### config.mk
export PLATFORM = sky130hd
export DESIGN_NAME = rx_frame_status_queue
export DESIGN_NICKNAME = d
export VERILOG_FILES = /design/src/rtl/rxfsq_pkg.sv /design/src/rtl/rxfsq_ctrl.sv /design/src/rtl/rxfsq_datapath.sv /design/src/rtl/rx_frame_status_queue.sv
export SDC_FILE = /design/constraint.sdc
export NUM_CORES = 1
export LEC_CHECK = 0
export BUFFER_PORTS_ARGS = -buffer_cell sky130_fd_sc_hd__buf_2
export CAP_MARGIN = 20
export CORE_ASPECT_RATIO = 0.75
export CORE_MARGIN = 8
export CORE_UTILIZATION = 45
export DETAILED_ROUTE_END_ITERATION = 16
export PLACE_DENSITY_LB_ADDON = 0.1
export SLEW_MARGIN = 20
export SYNTH_ARGS = -nofsm -noshare
export SYNTH_HDL_FRONTEND = slang
export SYNTH_SLANG_ARGS = --single-unit
export TNS_END_PERCENT = 50
### constraint.sdc
create_clock -name clk -period 2.5 [get_ports clk]
set_input_delay 0.125 -clock clk [delete_from_list [all_inputs] [get_ports clk]]
set_output_delay 0.125 -clock clk [all_outputs]
set_load 0.02 [all_outputs]
### src/rtl/rxfsq_pkg.sv
package rxfsq_pkg;

  // Strobes from control to datapath, one cycle each.
  typedef struct packed {
    logic push;       // store the incoming frame entry at the write pointer
    logic pop;        // retire the entry at the read pointer
    logic drop;       // incoming frame discarded: queue full
    logic clrSticky;  // status byte being read
  } fsqStrobe_t;

  localparam logic [1:0] ADDR_STATUS = 2'd0;
  localparam logic [1:0] ADDR_LEN_LO = 2'd1;
  localparam logic [1:0] ADDR_LEN_HI = 2'd2;

endpackage

### src/rtl/rxfsq_ctrl.sv
module rxfsq_ctrl
  import rxfsq_pkg::*;
#(
  parameter int DEPTH = 8,
  localparam int PTR_W = (DEPTH > 1) ? $clog2(DEPTH) : 1,
  localparam int CNT_W = $clog2(DEPTH + 1)
) (
  input  logic             clk,
  input  logic             rstN,
  input  logic             frameDone,
  input  logic             rdEn,
  input  logic [1:0]       rdAddr,
  output fsqStrobe_t       strobe,
  output logic [PTR_W-1:0] wrPtr,
  output logic [PTR_W-1:0] rdPtr,
  output logic [CNT_W-1:0] occupancy
);

  localparam logic [PTR_W-1:0] LAST_IDX = PTR_W'(DEPTH - 1);
  localparam logic [CNT_W-1:0] FULL_CNT = CNT_W'(DEPTH);

  logic isFull;
  logic isEmpty;

  function automatic logic [PTR_W-1:0] nextPtr(input logic [PTR_W-1:0] p);
    return (p == LAST_IDX) ? '0 : p + PTR_W'(1);
  endfunction

  assign isFull  = (occupancy == FULL_CNT);
  assign isEmpty = (occupancy == '0);

  always_comb begin
    strobe.pop       = rdEn && (rdAddr == ADDR_LEN_HI) && !isEmpty;
    strobe.push      = frameDone && (!isFull || strobe.pop);
    strobe.drop      = frameDone && isFull && !strobe.pop;
    strobe.clrSticky = rdEn && (rdAddr == ADDR_STATUS);
  end

  always_ff @(posedge clk or negedge rstN) begin
    if (!rstN) begin
      wrPtr <= '0;
      rdPtr <= '0;
    end else begin
      if (strobe.push) wrPtr <= nextPtr(wrPtr);
      if (strobe.pop)  rdPtr <= nextPtr(rdPtr);
    end
  end

  always_ff @(posedge clk or negedge rstN) begin
    if (!rstN) begin
      occupancy <= '0;
    end else begin
      unique case ({strobe.push, strobe.pop})
        2'b10:   occupancy <= occupancy + CNT_W'(1);
        2'b01:   occupancy <= occupancy - CNT_W'(1);
        default: occupancy <= occupancy;
      endcase
    end
  end

endmodule

### src/rtl/rxfsq_datapath.sv
module rxfsq_datapath
  import rxfsq_pkg::*;
#(
  parameter int DEPTH  = 8,
  parameter int LEN_W  = 13,
  parameter int LOST_W = 8,
  localparam int PTR_W = (DEPTH > 1) ? $clog2(DEPTH) : 1,
  localparam int ENT_W = LEN_W + 3,
  localparam int HI_W  = LEN_W - 8
) (
  input  logic             clk,
  input  logic             rstN,
  input  fsqStrobe_t       strobe,
  input  logic [PTR_W-1:0] wrPtr,
  input  logic [PTR_W-1:0] rdPtr,
  input  logic             notEmpty,
  input  logic [LEN_W-1:0] frameLen,
  input  logic             crcErr,
  input  logic             phyErr,
  input  logic             rxOverrun,
  input  logic [LEN_W-1:0] maxLen,
  input  logic             cntMode,
  input  logic [1:0]       rdAddr,
  output logic [7:0]       rdData
);

  // Entry layout: {overLen, phy, crc, length}
  logic [ENT_W-1:0]  slotArr [DEPTH];
  logic [ENT_W-1:0]  newEntry;
  logic [ENT_W-1:0]  headEntry;
  logic [LEN_W-1:0]  headLen;
  logic              headOver;
  logic              headPhy;
  logic              headCrc;

  logic              lostQ;
  logic              rxOvQ;
  logic              fsqOvQ;
  logic [LOST_W-1:0] lostCnt;

  logic [7:0] statusByte;
  logic [7:0] lenLoByte;
  logic [7:0] lenHiByte;

  assign newEntry = {(frameLen > maxLen), phyErr, crcErr, frameLen};

  for (genvar e = 0; e < DEPTH; e++) begin : g_slot
    logic [ENT_W-1:0] slotQ;
    always_ff @(posedge clk or negedge rstN) begin
      if (!rstN) begin
        slotQ <= '0;
      end else if (strobe.push && (wrPtr == PTR_W'(e))) begin
        slotQ <= newEntry;
      end else if (strobe.pop && (rdPtr == PTR_W'(e))) begin
        slotQ <= '0;
      end
    end
    assign slotArr[e] = slotQ;
  end

  assign headEntry = slotArr[rdPtr];
  assign headLen   = headEntry[LEN_W-1:0];
  assign headCrc   = headEntry[LEN_W];
  assign headPhy   = headEntry[LEN_W+1];
  assign headOver  = headEntry[LEN_W+2];

  // Sticky flags: a set in the clearing cycle wins.
  always_ff @(posedge clk or negedge rstN) begin
    if (!rstN) begin
      lostQ  <= 1'b0;
      rxOvQ  <= 1'b0;
      fsqOvQ <= 1'b0;
    end else begin
      lostQ  <= (lostQ  && !strobe.clrSticky) || strobe.drop;
      rxOvQ  <= (rxOvQ  && !strobe.clrSticky) || rxOverrun;
      fsqOvQ <= (fsqOvQ && !strobe.clrSticky) || strobe.drop;
    end
  end

  always_ff @(posedge clk or negedge rstN) begin
    if (!rstN) begin
      lostCnt <= '0;
    end else if (strobe.drop && (lostCnt != '1)) begin
      lostCnt <= lostCnt + LOST_W'(1);
    end
  end

  always_comb begin
    statusByte = {notEmpty,
                  lostQ,
                  1'b0,
                  notEmpty && headOver,
                  notEmpty && headPhy,
                  notEmpty && headCrc,
                  rxOvQ,
                  fsqOvQ};
    lenLoByte  = notEmpty ? headLen[7:0] : 8'h00;
    lenHiByte  = notEmpty ? 8'(headLen[LEN_W-1:8]) : 8'h00;
  end

  always_comb begin
    unique case (rdAddr)
      ADDR_STATUS: rdData = statusByte;
      ADDR_LEN_LO: rdData = cntMode ? 8'(lostCnt) : lenLoByte;
      ADDR_LEN_HI: rdData = lenHiByte;
      default:     rdData = 8'h00;
    endcase
  end

  if (HI_W < 1 || HI_W > 8 || LOST_W > 8) begin : g_bad_param
    initial $error("rxfsq_datapath: LEN_W must be 9..16 and LOST_W at most 8");
  end

endmodule

### src/rtl/rx_frame_status_queue.sv
module rx_frame_status_queue
  import rxfsq_pkg::*;
#(
  parameter int DEPTH  = 8,
  parameter int LEN_W  = 13,
  parameter int LOST_W = 8
) (
  input  logic             clk,
  input  logic             rstN,
  input  logic             frameDone,
  input  logic [LEN_W-1:0] frameLen,
  input  logic             crcErr,
  input  logic             phyErr,
  input  logic             rxOverrun,
  input  logic [LEN_W-1:0] maxLen,
  input  logic             cntMode,
  input  logic             rdEn,
  input  logic [1:0]       rdAddr,
  output logic [7:0]       rdData
);

  localparam int PTR_W = (DEPTH > 1) ? $clog2(DEPTH) : 1;
  localparam int CNT_W = $clog2(DEPTH + 1);

  fsqStrobe_t       strobe;
  logic [PTR_W-1:0] wrPtr;
  logic [PTR_W-1:0] rdPtr;
  logic [CNT_W-1:0] occupancy;

  rxfsq_ctrl #(.DEPTH(DEPTH)) u_ctrl (
    .clk       (clk),
    .rstN      (rstN),
    .frameDone (frameDone),
    .rdEn      (rdEn),
    .rdAddr    (rdAddr),
    .strobe    (strobe),
    .wrPtr     (wrPtr),
    .rdPtr     (rdPtr),
    .occupancy (occupancy)
  );

  rxfsq_datapath #(.DEPTH(DEPTH), .LEN_W(LEN_W), .LOST_W(LOST_W)) u_dp (
    .clk       (clk),
    .rstN      (rstN),
    .strobe    (strobe),
    .wrPtr     (wrPtr),
    .rdPtr     (rdPtr),
    .notEmpty  (occupancy != '0),
    .frameLen  (frameLen),
    .crcErr    (crcErr),
    .phyErr    (phyErr),
    .rxOverrun (rxOverrun),
    .maxLen    (maxLen),
    .cntMode   (cntMode),
    .rdAddr    (rdAddr),
    .rdData    (rdData)
  );

endmodule

# Yosys cells after proc, flatten, opt, wreduce, memory -nomap -nowiden
# Index checks and enable logic that the tools add are counted.
totals:
  ff_bits: 149
  inputBits: 36
  out_inout_bits: 8
  wordCells: 120
op_classes:
  n_addsub: 5
  n_lt_le_gt_ge: 2
  eq_ne: 20
  mux: 26
  bitwise: 1
  n_reduce_logical: 51
ops:
  columns: ["operator", "n"]
  rows:
  - ["$mux 16", 18]
  - ["$bmux 16 s3", 1]
  - ["$logic_and 1x1->1", 29]
  - ["$eq 3x3->1 const B", 8]
  - ["$pmux 8 s3", 1]
  - ["$reduce_bool 2->1", 9]
  - ["$mux 8", 2]
  - ["$gt 13x13->1", 1]
  - ["$eq 3x2->1 const B", 4]
  - ["$add 8x1->8 const B", 1]
  - ["$ne 8x8->1 const B", 1]
  - ["$pmux 4 s2", 1]
  - ["$add 3x1->3 const B", 2]
  - ["$eq 3x1->1 const B", 2]
  - ["$logic_not 3->1", 2]
  - ["$mux 3", 2]
  - ["$mux 5", 1]
  - ["$add 4x1->4 const B", 1]
  - ["$eq 2x1->1 const B", 2]
  - ["$eq 2x2->1 const B", 2]
  - ["$eq 4x4->1 const B", 1]
  - ["$ge 4x4->1 const B", 1]
  - ["$logic_not 1->1", 4]
  - ["$logic_not 4->1", 1]
  - ["other kinds (5)", 8]

# Longest topological paths before layout
# Gate-level depths: netlist (run 1).
depth:
  ltp_word: 7
  mapped_depth: 9
  mapped_depth_nobuf: 8

# By module
# Synthesis (run 1) repeated with hierarchy kept, for this count alone.
unflattened:
  cells_unflattened: 554
  hier_area_um2: 7213.2
modules_own_cells:
  columns: ["mod", "instances", "cells_each", "area_each_um2", "seq_area_each_um2"]
  rows:
  - ["rxfsq_datapath", 1, 499, 6601.3, 3478.3]
  - ["rxfsq_ctrl", 1, 54, 604.3, 250.2]
  - ["rx_frame_status_queue", 1, 1, 7.5, 0.0]

# Worst setup path before layout (run 1)
# Ideal clock, no wire load.
synth_path:
  path_type: "register -> register"
  startpoint: "reg u_ctrl.rdPtr[1]"
  endpoint: "reg u_dp.g_slot[0].slotQ[15]"
  setup_ns: 0.066
  arrival_ns: 2.080
  t_required_ns: 2.434
  path_slack_ns: 0.354
  path_stages_with_launch: 8
  path_buffers: 3
  period_less_slack_ns: 2.146
  path_cell_list: "dfrtp_1 clkbuf_1 buf_1 clkinv_1 ha_1 a21oi_4 buf_2 a22o_1"
synth_via:
  elab_chain_len: 3
synth_lines:
  columns: ["item", "line_no", "rtl"]
  rows:
  - ["start, declared", "rxfsq_ctrl.sv:15", "output logic [PTR_W-1:0] rdPtr,"]
  - ["start signal, assigned", "rxfsq_ctrl.sv:45", "if (strobe.pop) rdPtr <= nextPtr(rdPtr);"]
  - ["$logic_not 3->1", "rxfsq_datapath.sv:54", "end else if (strobe.pop && (rdPtr == PTR_W'(e))) begin"]
  - ["$logic_and 1x1->1", "rxfsq_datapath.sv:54", null]
  - ["$reduce_bool 2->1 (no source line)", null, null]
  - ["end signal, assigned", "rxfsq_datapath.sv:53", "slotQ <= newEntry;"]
  - ["end, declared", "rxfsq_datapath.sv:48", "logic [ENT_W-1:0] slotQ;"]
# Every way passes these cells.
# A chain may end at the register's enable or synchronous reset.

# Final worst setup path (run 1)
layout_path:
  startpoint: "reg u_ctrl.rdPtr[0]"
  endpoint: "out rdData[2]"
layout_via:
  elab_chain_len: 7
  elab_cells_between_ends: 9
  classes_between: "mux: 7; bitwise: 1; reduce/logical: 1"
layout_lines:
  columns: ["item", "line_no", "rtl"]
  rows:
  - ["$not 3->4 (not written as such) (*)", "rxfsq_datapath.sv:61", "assign headEntry = slotArr[rdPtr];"]
  - ["$bmux 16 s3 (*)", "rxfsq_datapath.sv:61", null]
  - ["$mux 16 (not written as such) (*) (2 in series)", "rxfsq_datapath.sv:61", null]
  - ["$mux 8", "rxfsq_datapath.sv:97", "lenLoByte = notEmpty ? headLen[7:0] : 8'h00;"]
  - ["$mux 8", "rxfsq_datapath.sv:104", "ADDR_LEN_LO: rdData = cntMode ? 8'(lostCnt) : lenLoByte;"]
  - ["$pmux 8 s3 (*)", "rxfsq_datapath.sv:102", "unique case (rdAddr)"]
  - ["end, declared", "rx_frame_status_queue.sv:19", "output logic [7:0] rdData"]
# Mark *: on every way between the ends. The rest lies on a longest branch, timed or not. The select of a mux whose other input is x is not followed.

==> results_dict.tcl, run 1 <==
set metrics [dict create \
    status "complete, but fails checks" \
    violations "negative setup slack" \
    arrival_ns 2.43 \
    layout-area-overhead-vs-synth_pct 18.6 \
    die_x_um 166 \
    synth.distinct_cells 56 \
    clk_pin_slew_worst_paths_ns 0.06 \
    ant_nets 0 \
    place.gp.congestion 0.842 \
    design_area_um2 8990 \
    placed_area_um2 8180 \
    critPathKind "reg -> out" \
    power.density_nw_per_um2 1290 \
    syn-cell-area_um2 7580 \
    drive_gt1_frac 0.266 \
    fp.dieH_um 128 \
    cts.root.buffer_cell "clkbuf_16" \
    async_reset_ff_frac 1.00 \
    finalWorstSetupSlack_ns -0.0501 \
    rsz0062_at_grt "yes" \
    ys.flop_type "dfrtp_1" \
    overflow 0 \
    track_usage 0.220 \
    grt_pass1_vias 5896 \
    synth_commonest_cells "dfrtp_1, nand2_1, a22o_1, nand3_1, mux4_2" \
    cts_num_sinks 149 \
    power_switching_w 0.00404 \
    min_period_ns 2.55 \
    syn_inst 660 \
    cp_common_cell "buf_4" \
    post-route-util 0.539 \
    endpoint_kind "output port" \
    finalNetCount 774 \
    grt_max_degree 63 \
    period_share 1.02 \
    p_sw_frac 0.350 \
    clk_path_buf_depth 2 \
    worst_pin_slew_ns 0.833 \
    syn_avg_cell_area_um2 11.5 \
    clkPwrFrac 0.248 \
    p_int_w 0.00751 \
    final_cells 938 \
    syn_nets 723 \
    dp_cells 898 \
    firstDrtPassIters 5 \
    antenna_found_initial 0 \
    synth_edf_count 0 \
    initial_core_util 0.454 \
    seq_area_frac_synth 0.492 \
    drt_iter0_drc 492 \
    cp_slowest_stage_delay_ns 0.56 \
    p_total_w 0.0116 \
    io_pins 44 \
    peakVddDrop_mv 0.440 \
    setup_viol 3 \
    power_frac_seq 0.369 \
    numPortBuffers 43 \
    path_cells "mux4_2 -> nor2_2 -> a2111oi_4 -> buf_4 -> a21oi_1 -> o22ai_1 -> buf_4" \
    yosys_warnings 0 \
    vias_per_cell 6.12 \
    crit_fanout 6 \
    maxCapViolCount 0 \
    r2r_slack_ns 0.25 \
    clk_latency_ns 0.43 \
    routed_wl_mm 22.7 \
    htree_levels 4 \
    drc 0 \
    dieArea_um2 21300 \
    hold_viol 0 \
    start_kind "flip-flop" \
    synth.most_common_cell "dfrtp_1" \
    finClkSkew_ns 0.0155 \
    n_antenna_cell 0 \
    fillers 1395 \
    slew-limit-headroom 0.445 \
    std_cell_rows 41 \
    vias 5737 \
    critical-path-top-delay-family "compound AO/OA/AOI/OAI gates" \
    cp_num_buf_inv 2 \
    wire_per_inst_um 24.2 \
    dpl.hpwl_mm 15.2 \
    core_area_um2 16700 \
    cts_buffers 17 \
    yosys.area.top_type "dfrtp_1" \
    pwr-share-comb 0.383 \
    ys_top_cells_by_area "dfrtp_1, a22o_1, mux4_2" \
    ys_ff_latch 149 \
    crit_slowest_cell "dfrtp_4" \
    drv_slew 0 \
    required_ns 2.38 \
    synth_top_area_share 0.492 \
    max_freq_ghz 0.392 \
    min_path_type "in -> reg" \
    grt_first_pass_wirelength_mm 35.8 \
    p_leak_nw 4.29 \
    cts_tree "built" \
]
## cell usage in the layout (no fill, tap or decap), types with 17 or more instances in the layout
cell / n
ha_1: 27
inv_1: 18
a22o_2: 20
buf_2: 39
nand2_1: 100
mux4_2: 29
dfrtp_1: 144
nand3_1: 34
a22o_1: 76
a21oi_1: 18
buf_4: 30
clkbuf_16: 17
## metrics by stage
step / hold WS [ns] / TNS, ns / setup slack (ns)
CTS: 0.000627 / -0.00988 / -0.00988
floorplan: -0.171 / 0 / 0.354
detailed placement: 0.156 / -0.0469 / -0.0469
global placement: 0.156 / -0.0708 / -0.0708
global route: 0.0146 / -0.521 / -0.118
finish: 0.00696 / -0.0885 / -0.0501
## sequential cells by signal (all words and copies together) (netlist names)
name and flops:
u_ctrl.rdPtr 3, u_dp.fsqOvQ 1, u_ctrl.wrPtr 3, u_ctrl.occupancy 4, u_dp.lostCnt 8, u_dp.lostQ 1, u_dp.g_slot.slotQ 128, u_dp.rxOvQ 1
## power by group through the flow
stage | Sequential [W] | Combinational (W) | Clock (W)
CTS | 0.00422 | 0.00435 | 0.00290
global placement | 0.00425 | 0.00407 | 0
detailed placement | 0.00425 | 0.00416 | 0
global route | 0.00436 | 0.00477 | 0.00300
floorplan | 0.00391 | 0.00303 | 0
finish | 0.00426 | 0.00442 | 0.00287
## cell families after synthesis
logic type | synth area share
multiplexers | 0.0984
AND/OR/NAND/NOR | 0.125
adder cells (fa/ha/maj) | 0.0446
buffers and inverters | 0.0441
flip-flops | 0.492
AO/OA/AOI/OAI | 0.184
XOR/XNOR | 0.0116
## final cells by class
type | count | area, um^2 | share of cell area
clock buffer | 17 | 425 | 0.0473
clock inverter | 14 | 226 | 0.0252
inverter | 20 | 75.1 | 0.00835
multi-input combinational | 437 | 3560 | 0.396
sequential | 149 | 3740 | 0.416
tap | 215 | 269 | 0.0299
timing repair buffer | 86 | 693 | 0.0771
## what timing repair did
item | 4_1_cts | 5_1_grt
pin swaps | 4 | 1
hold buffers | 5 | 0
setup buffers | 3 | 1
endpoints found under the hold margin | 63 | 0
gates cloned | 0 | 0
resized for setup | 16 | 6
endpoints found under the setup margin | 8 | 7
## final timing paths
kind / startpoint / end / cells after the start
worst max-delay path: u_ctrl.rdPtr[0] / rdData[2] / 7
worst min-delay path: frameLen[5] / u_dp.g_slot[3].slotQ[5] / 3
worst max register to register: u_ctrl.occupancy[2] / u_dp.g_slot[6].slotQ[1] / 6
worst min register to register: u_dp.g_slot[5].slotQ[7] / u_dp.g_slot[5].slotQ[7] / 1
max in group asynchronous: rstN / u_dp.g_slot[0].slotQ[8] / 3
min in group asynchronous: rstN / u_dp.g_slot[3].slotQ[4] / 2
## worst min-delay path, cell delays in order
cell	delay, ns
buf_2	0.16
nand2_1	0.07
nand2_1	0.04
## metal layers
| layer | track usage | routed length, um | up-vias |
|---|---|---|---|
| met1 | 0.299 | 10300 | 2913 |
| met2 | 0.331 | 10000 | 274 |
| li1 | - | - | 2517 |
| met5 | 0 | 0 | - |
| met4 | 0.0624 | 365 | 0 |
| met3 | 0.0741 | 2040 | 33 |
No activity file was read; power rests on OpenSTA's default activity.
==> inputs of run 2 (changes only) <==
--- a/config.mk
+++ b/config.mk
@@ -5,6 +5,7 @@
 export SDC_FILE = /design/constraint.sdc
 export NUM_CORES = 1
 export LEC_CHECK = 0
+export ABC_AREA = 1
 export BUFFER_PORTS_ARGS = -buffer_cell sky130_fd_sc_hd__buf_2
 export CAP_MARGIN = 20
 export CORE_ASPECT_RATIO = 0.75
==> run 2 against run 1 <==
Net effect: the flow now finishes without violations; synthesized cell count increased by 41%; maximum frequency increased by 6.1%; combinational power increased by 0.9%; clock-buffer cell count increased by 5; cell count increased by 29%; sequential share of layout area increased by 0.38 points; largest cell class unchanged; highest routed layer unchanged.
==> results_dict.tcl, run 2 <==
set metrics [dict create \
    vias 6671 \
    cts.root.buffer_cell "clkbuf_16" \
    endpoint_kind "output port" \
    final.setup.tns_ns 0 \
    core_area_um2 16800 \
    async_reset_ff_frac 1.00 \
    die_x_um 167 \
    firstDrtPassIters 5 \
    htree_levels 4 \
    place.gp.congestion 0.864 \
    syn_avg_cell_area_um2 8.25 \
    crit_fanout 17 \
    std_cell_rows 41 \
    peakVddDrop_mv 0.561 \
    power.density_nw_per_um2 1260 \
    clk_latency_ns 0.43 \
    rsz0062_at_grt "no" \
    ys_top_cells_by_area "dfrtp_1, nand3_1, o21ai_0" \
    hold_viol 0 \
    syn_inst 930 \
    reg_top3 "u_dp.g_slot.slotQ x128, u_dp.lostCnt x8, u_ctrl.occupancy x4" \
    maxCapViolCount 0 \
    finClkSkew_ns 0.00727 \
    io_pins 44 \
    synth.distinct_cells 34 \
    rr_startpoint "u_ctrl.rdPtr[0]" \
    clk_path_buf_depth 2 \
    yosys_warnings 0 \
    post-route-util 0.530 \
    slew-limit-headroom 0.631 \
    r2r-end "u_dp.g_slot[2].slotQ[11]" \
    dpl.hpwl_mm 15.9 \
    p_leak_nw 4.31 \
    drv_slew 0 \
    drive_gt1_frac 0.123 \
    period_share 0.961 \
    initial_core_util 0.457 \
    cts_num_sinks 149 \
    hold_path_depth 3 \
    min_path_type "in -> reg" \
    overflow 0 \
    holdPathEnd "u_dp.g_slot[2].slotQ[0]" \
    setup_viol 0 \
    vias_per_cell 5.51 \
    n_antenna_cell 0 \
    max_freq_ghz 0.416 \
    syn_nets 993 \
    ff2ff_path_depth 6 \
    grt_max_degree 45 \
    drc 0 \
    syn-cell-area_um2 7670 \
    wire_per_inst_um 18.9 \
    seq_area_frac_synth 0.486 \
    largest_register_ffs 128 \
    arrival_ns 2.28 \
    synth.most_common_cell "dfrtp_1" \
    ant_nets 0 \
    grt_first_pass_wirelength_mm 36.6 \
    antenna_found_initial 0 \
    min_from "frameLen[0]" \
    required_ns 2.38 \
    ff_latch_area_um2 3730 \
    multi_input_area_um2 3250 \
    start_kind "flip-flop" \
    synth_top_area_share 0.486 \
    ys.flop_type "dfrtp_1" \
    track_usage 0.219 \
    finalNetCount 1046 \
    layout-area-overhead-vs-synth_pct 15.9 \
    yosys.area.top_type "dfrtp_1" \
    clk_pin_slew_worst_paths_ns 0.06 \
    cts_buffers 17 \
    routed_wl_mm 22.9 \
    critPathKind "reg -> out" \
    min_period_ns 2.40 \
    ys_ff_latch 149 \
    grt_pass1_vias 6438 \
    numPortBuffers 43 \
    dieArea_um2 21500 \
    fp.dieH_um 129 \
    layout_commonest_cell "dfrtp_1" \
    final_cell_mix "dfrtp_1, nand3_1, nand2_1, o21ai_0, inv_1" \
    worst_pin_slew_ns 0.552 \
    drt_iter0_drc 697 \
    fillers 1624 \
    r2r_slack_ns 0.38 \
    synth_commonest_cells "dfrtp_1, nand3_1, nand2_1, o21ai_0, inv_1" \
    cts_tree "built" \
    status "finished clean" \
    regMostFlops "u_dp.g_slot.slotQ" \
    synth_edf_count 0 \
]
## run 2: cell count changes in the layout (fill, tap and decap cells not counted), sizes merged, moves of 7 or more
cell	previous run	this run
o21ai	15	178
nand2	100	135
mux4	29	0
inv	22	130
o211ai	1	17
a22o	96	0
a31oi	7	0
and3	7	0
a21oi	23	49
nand3	34	137
o22ai	3	14
buf	81	70
nor2b	7	0
mux2i	7	0
## run 2: cells by family (layout without fill, tap and decap cells)
family                     count (synthesis)  after routing  share of synthesized area
xor gates and xnor gates                   9              9                     0.0103
DFF                                      149            149                      0.486
adders and majority gates                 27             27                     0.0440
and+or+nand+nor                          305            305                      0.186
buffers and inverters                    176            241                     0.0905
AOI/OAI and AO/OA                        264            264                      0.184
## run 2: area by class of cell
cell class | instances | share of cell area
flip-flops and latches | 149 | 0.420
multi-input cells | 605 | 0.365
repair buffers | 78 | 0.0613
inverters | 132 | 0.0557
clock buffers | 22 | 0.0533
well taps | 215 | 0.0302
clock inverters | 9 | 0.0142
## run 2: worst max-delay path by stage
stage                        startpoint                        to  depth (start not counted)
CTS                     u_ctrl.rdPtr[0]                 rdData[0]                          9
global route        u_ctrl.occupancy[2]                 rdData[2]                         10
floorplan               u_ctrl.rdPtr[0]                 rdData[5]                          8
global placement        u_ctrl.rdPtr[0]  u_dp.g_slot[2].slotQ[14]                          6
finish                  u_ctrl.rdPtr[0]                 rdData[0]                          7
detailed placement      u_ctrl.rdPtr[0]  u_dp.g_slot[2].slotQ[12]                          6
## run 2: through the flow
step                setup WS [ns]  cells  total power, W  hold slack (ns)  instance area [um^2]
floorplan                   0.634    930         0.00699           -0.171                  7670
global placement            0.381   1169         0.00838           0.0659                  8190
detailed placement          0.313   1169         0.00845           0.0640                  8190
CTS                       0.00921   1208          0.0111           0.0125                  8870
global route              0.00346   1210          0.0120           0.0326                  8890
finish                     0.0974   1210          0.0112           0.0169                  8890
## run 2: timing repair
| item | 4_1_cts | 5_1_grt |
|---|---|---|
| endpoints found under the setup margin | 1 | 4 |
| hold endpoints to repair | 50 | 0 |
| gates resized for setup | 1 | 2 |
| buffers inserted | 0 | 2 |
| pin swaps | 0 | 0 |
| hold buffers | 8 | 0 |
| cloned | 0 | 0 |
## run 2: metal layers
layer | share of wire | routed length (um) | global-route usage | vias up
li1 | - | - | - | 3234
met1 | 0.49 | 11300 | 0.317 | 3215
met2 | 0.43 | 9950 | 0.331 | 195
met3 | 0.056 | 1270 | 0.0447 | 27
met4 | 0.016 | 364 | 0.0534 | 0
met5 | 0 | 0 | 0 | -
## run 2: worst max-delay path: stages, from the launching register on
cell      delay [ns]
dfrtp_4         0.56
buf_4           0.23
a21oi_1         0.31
o21ai_0         0.19
nand3_1         0.13
nand3_1         0.10
o211ai_1        0.13
buf_2           0.20
## run 2: power breakdown
group	internal, W	total (W)	switching [W]
combinational	0.00157	0.00446	0.00289
sequential	0.00351	0.00406	0.000551
clock	0.00164	0.00265	0.00101
total	0.00671	0.0112	0.00446
==> inputs of run 3 (changes only) <==
--- a/config.mk
+++ b/config.mk
@@ -11,6 +11,7 @@
 export CORE_ASPECT_RATIO = 0.75
 export CORE_MARGIN = 8
 export CORE_UTILIZATION = 45
+export CTS_BUF_LIST = sky130_fd_sc_hd__clkbuf_8
 export DETAILED_ROUTE_END_ITERATION = 16
 export PLACE_DENSITY_LB_ADDON = 0.1
 export SLEW_MARGIN = 20
==> run 3 against run 2 <==
Net effect: die area unchanged; sequential share of layout area increased by 0.59 points; global-route usage decreased by 0.18 points; register-to-register slack about the same; hold slack improved by 0.0032 ns; sequential cell count unchanged; via count decreased by 0.10%; first-iteration DRC count decreased by 15%; largest cell class unchanged; highest routed layer unchanged.
==> results_dict.tcl, run 3 (synthesized netlist as in run 2, its figures left out) <==
set metrics [dict create \
    r2r-end "u_dp.g_slot[5].slotQ[3]" \
    initial_core_util 0.457 \
    period_share 0.966 \
    holdPathEnd "u_dp.g_slot[6].slotQ[12]" \
    min_from "frameLen[12]" \
    rsz0062_at_grt "yes" \
    fp.dieH_um 129 \
    clk_latency_ns 0.45 \
    worst_pin_slew_ns 0.575 \
    vias 6664 \
    startpoint "u_ctrl.rdPtr[0]" \
    track_usage 0.217 \
    drive_gt1_frac 0.122 \
    layout_commonest_cell "dfrtp_1" \
    finalNetCount 1052 \
    ff_latch_area_um2 3730 \
    std_cell_rows 41 \
    dieArea_um2 21500 \
    clk_path_buf_depth 2 \
    maxCapViolCount 0 \
    antenna_found_initial 0 \
    drv_slew 0 \
    power.density_nw_per_um2 1190 \
    r2r_slack_ns 0.37 \
    place.gp.congestion 0.864 \
    max_freq_ghz 0.414 \
    core_area_um2 16800 \
    start_kind "flip-flop" \
    crit_fanout 13 \
    final.setup.tns_ns 0 \
    required_ns 2.38 \
    die_x_um 167 \
    largest_register_ffs 128 \
    final_cell_mix "dfrtp_1, nand3_1, nand2_1, inv_1, o21ai_0" \
    slew-limit-headroom 0.616 \
    critPathKind "reg -> out" \
    cts_buffers 17 \
    peakVddDrop_mv 0.498 \
    hold_viol 0 \
    overflow 0 \
    multi_input_area_um2 3250 \
    hold_path_depth 3 \
    routed_wl_mm 22.6 \
    drc 0 \
    finClkSkew_ns 0.00653 \
    endpoint_kind "output port" \
    status "finished clean" \
    grt_pass1_vias 6348 \
    htree_levels 4 \
    firstDrtPassIters 6 \
    cts_tree "built" \
    grt_max_degree 45 \
    fillers 1634 \
    min_path_type "in -> reg" \
    ff2ff_path_depth 7 \
    p_leak_nw 4.25 \
    io_pins 44 \
    layout-area-overhead-vs-synth_pct 14.3 \
    grt_first_pass_wirelength_mm 36.1 \
    dpl.hpwl_mm 15.9 \
    numPortBuffers 43 \
    ant_nets 0 \
    min_period_ns 2.42 \
    vias_per_cell 5.48 \
    n_antenna_cell 0 \
    reg_top3 "u_dp.g_slot.slotQ x128, u_dp.lostCnt x8, u_ctrl.occupancy x4" \
    p_total_w 0.0105 \
    arrival_ns 2.29 \
    cts.root.buffer_cell "clkbuf_8" \
    wire_per_inst_um 18.6 \
    setup_viol 0 \
    rr_startpoint "u_ctrl.occupancy[1]" \
    regMostFlops "u_dp.g_slot.slotQ" \
    drt_iter0_drc 593 \
    clk_pin_slew_worst_paths_ns 0.08 \
    cts_num_sinks 149 \
]
==> run 3: changes by cell type in the layout (fill, tap and decap cells not counted) <==
cell           change
nor2_1             -1
dlygate4sd3_1      +7
clkbuf_8          +17
buf_6              +1
inv_1              +2
clkbuf_1           -2
clkbuf_16         -17
nor2_2             +1
buf_4              -2
==> run 3: power by group <==
part	internal, W	switching [W]
combinational	0.00157	0.00286
clock	0.00105	0.000916
sequential	0.00350	0.000556
total	0.00612	0.00433
==> run 3: metal layers <==
| layer | GRT usage | vias to the layer above | share of wire |
|---|---|---|---|
| met3 | 0.0438 | 30 | 0.064 |
| met5 | 0 | - | 0 |
| met2 | 0.318 | 205 | 0.42 |
| met4 | 0.0734 | 0 | 0.024 |
| met1 | 0.315 | 3192 | 0.49 |
| li1 | - | 3237 | - |
==> run 3: how the worst max path moves through the flow <==
| stage | end |
|---|---|
| after global routing | rdData[6] |
| after global placement | u_dp.g_slot[2].slotQ[14] |
| after CTS | rdData[0] |
| after detailed placement | u_dp.g_slot[2].slotQ[12] |
| final | rdData[2] |
| after floorplan | rdData[5] |
==> run 3: worst max-delay path, cell delays in order, from the launching register on <==
cell     delay (ns)
dfrtp_4        0.58
buf_4          0.18
a21oi_1        0.13
o21ai_0        0.14
nand3_1        0.10
nand3_1        0.13
o21ai_0        0.12
nand2_1        0.17
nand3_1        0.11
buf_2          0.17
==> run 3: what timing repair did <==
action	CTS	global route
resized for setup	1	4
pin swaps	0	0
setup endpoints to repair	3	7
hold buffers	15	0
setup buffers	0	1
endpoints found under the hold margin	125	0
==> run 3: layout make-up <==
| cell class | instances | area share |
|---|---|---|
| clock buffers | 20 | 0.0314 |
| multi-input cells | 605 | 0.371 |
| flip-flops and latches | 149 | 0.426 |
| repair buffers | 84 | 0.0697 |
| well taps | 215 | 0.0307 |
| inverters | 132 | 0.0565 |
| clock inverters | 11 | 0.0153 |
==> run 3: per-stage QoR <==
stage          instances  utilization  instance area (um^2)  worst slack [ns]  hold WS (ns)
6_report            1216        0.523                  8770            0.0846        0.0202
5_1_grt             1216        0.523                  8770           -0.0245       0.00794
4_1_cts             1215        0.522                  8750           0.00474       0.00214
3_5_place_dp        1169        0.488                  8190             0.313        0.0640
3_3_place_gp        1169        0.488                  8190             0.381        0.0659
2_1_floorplan        930            -                  7670             0.634        -0.171
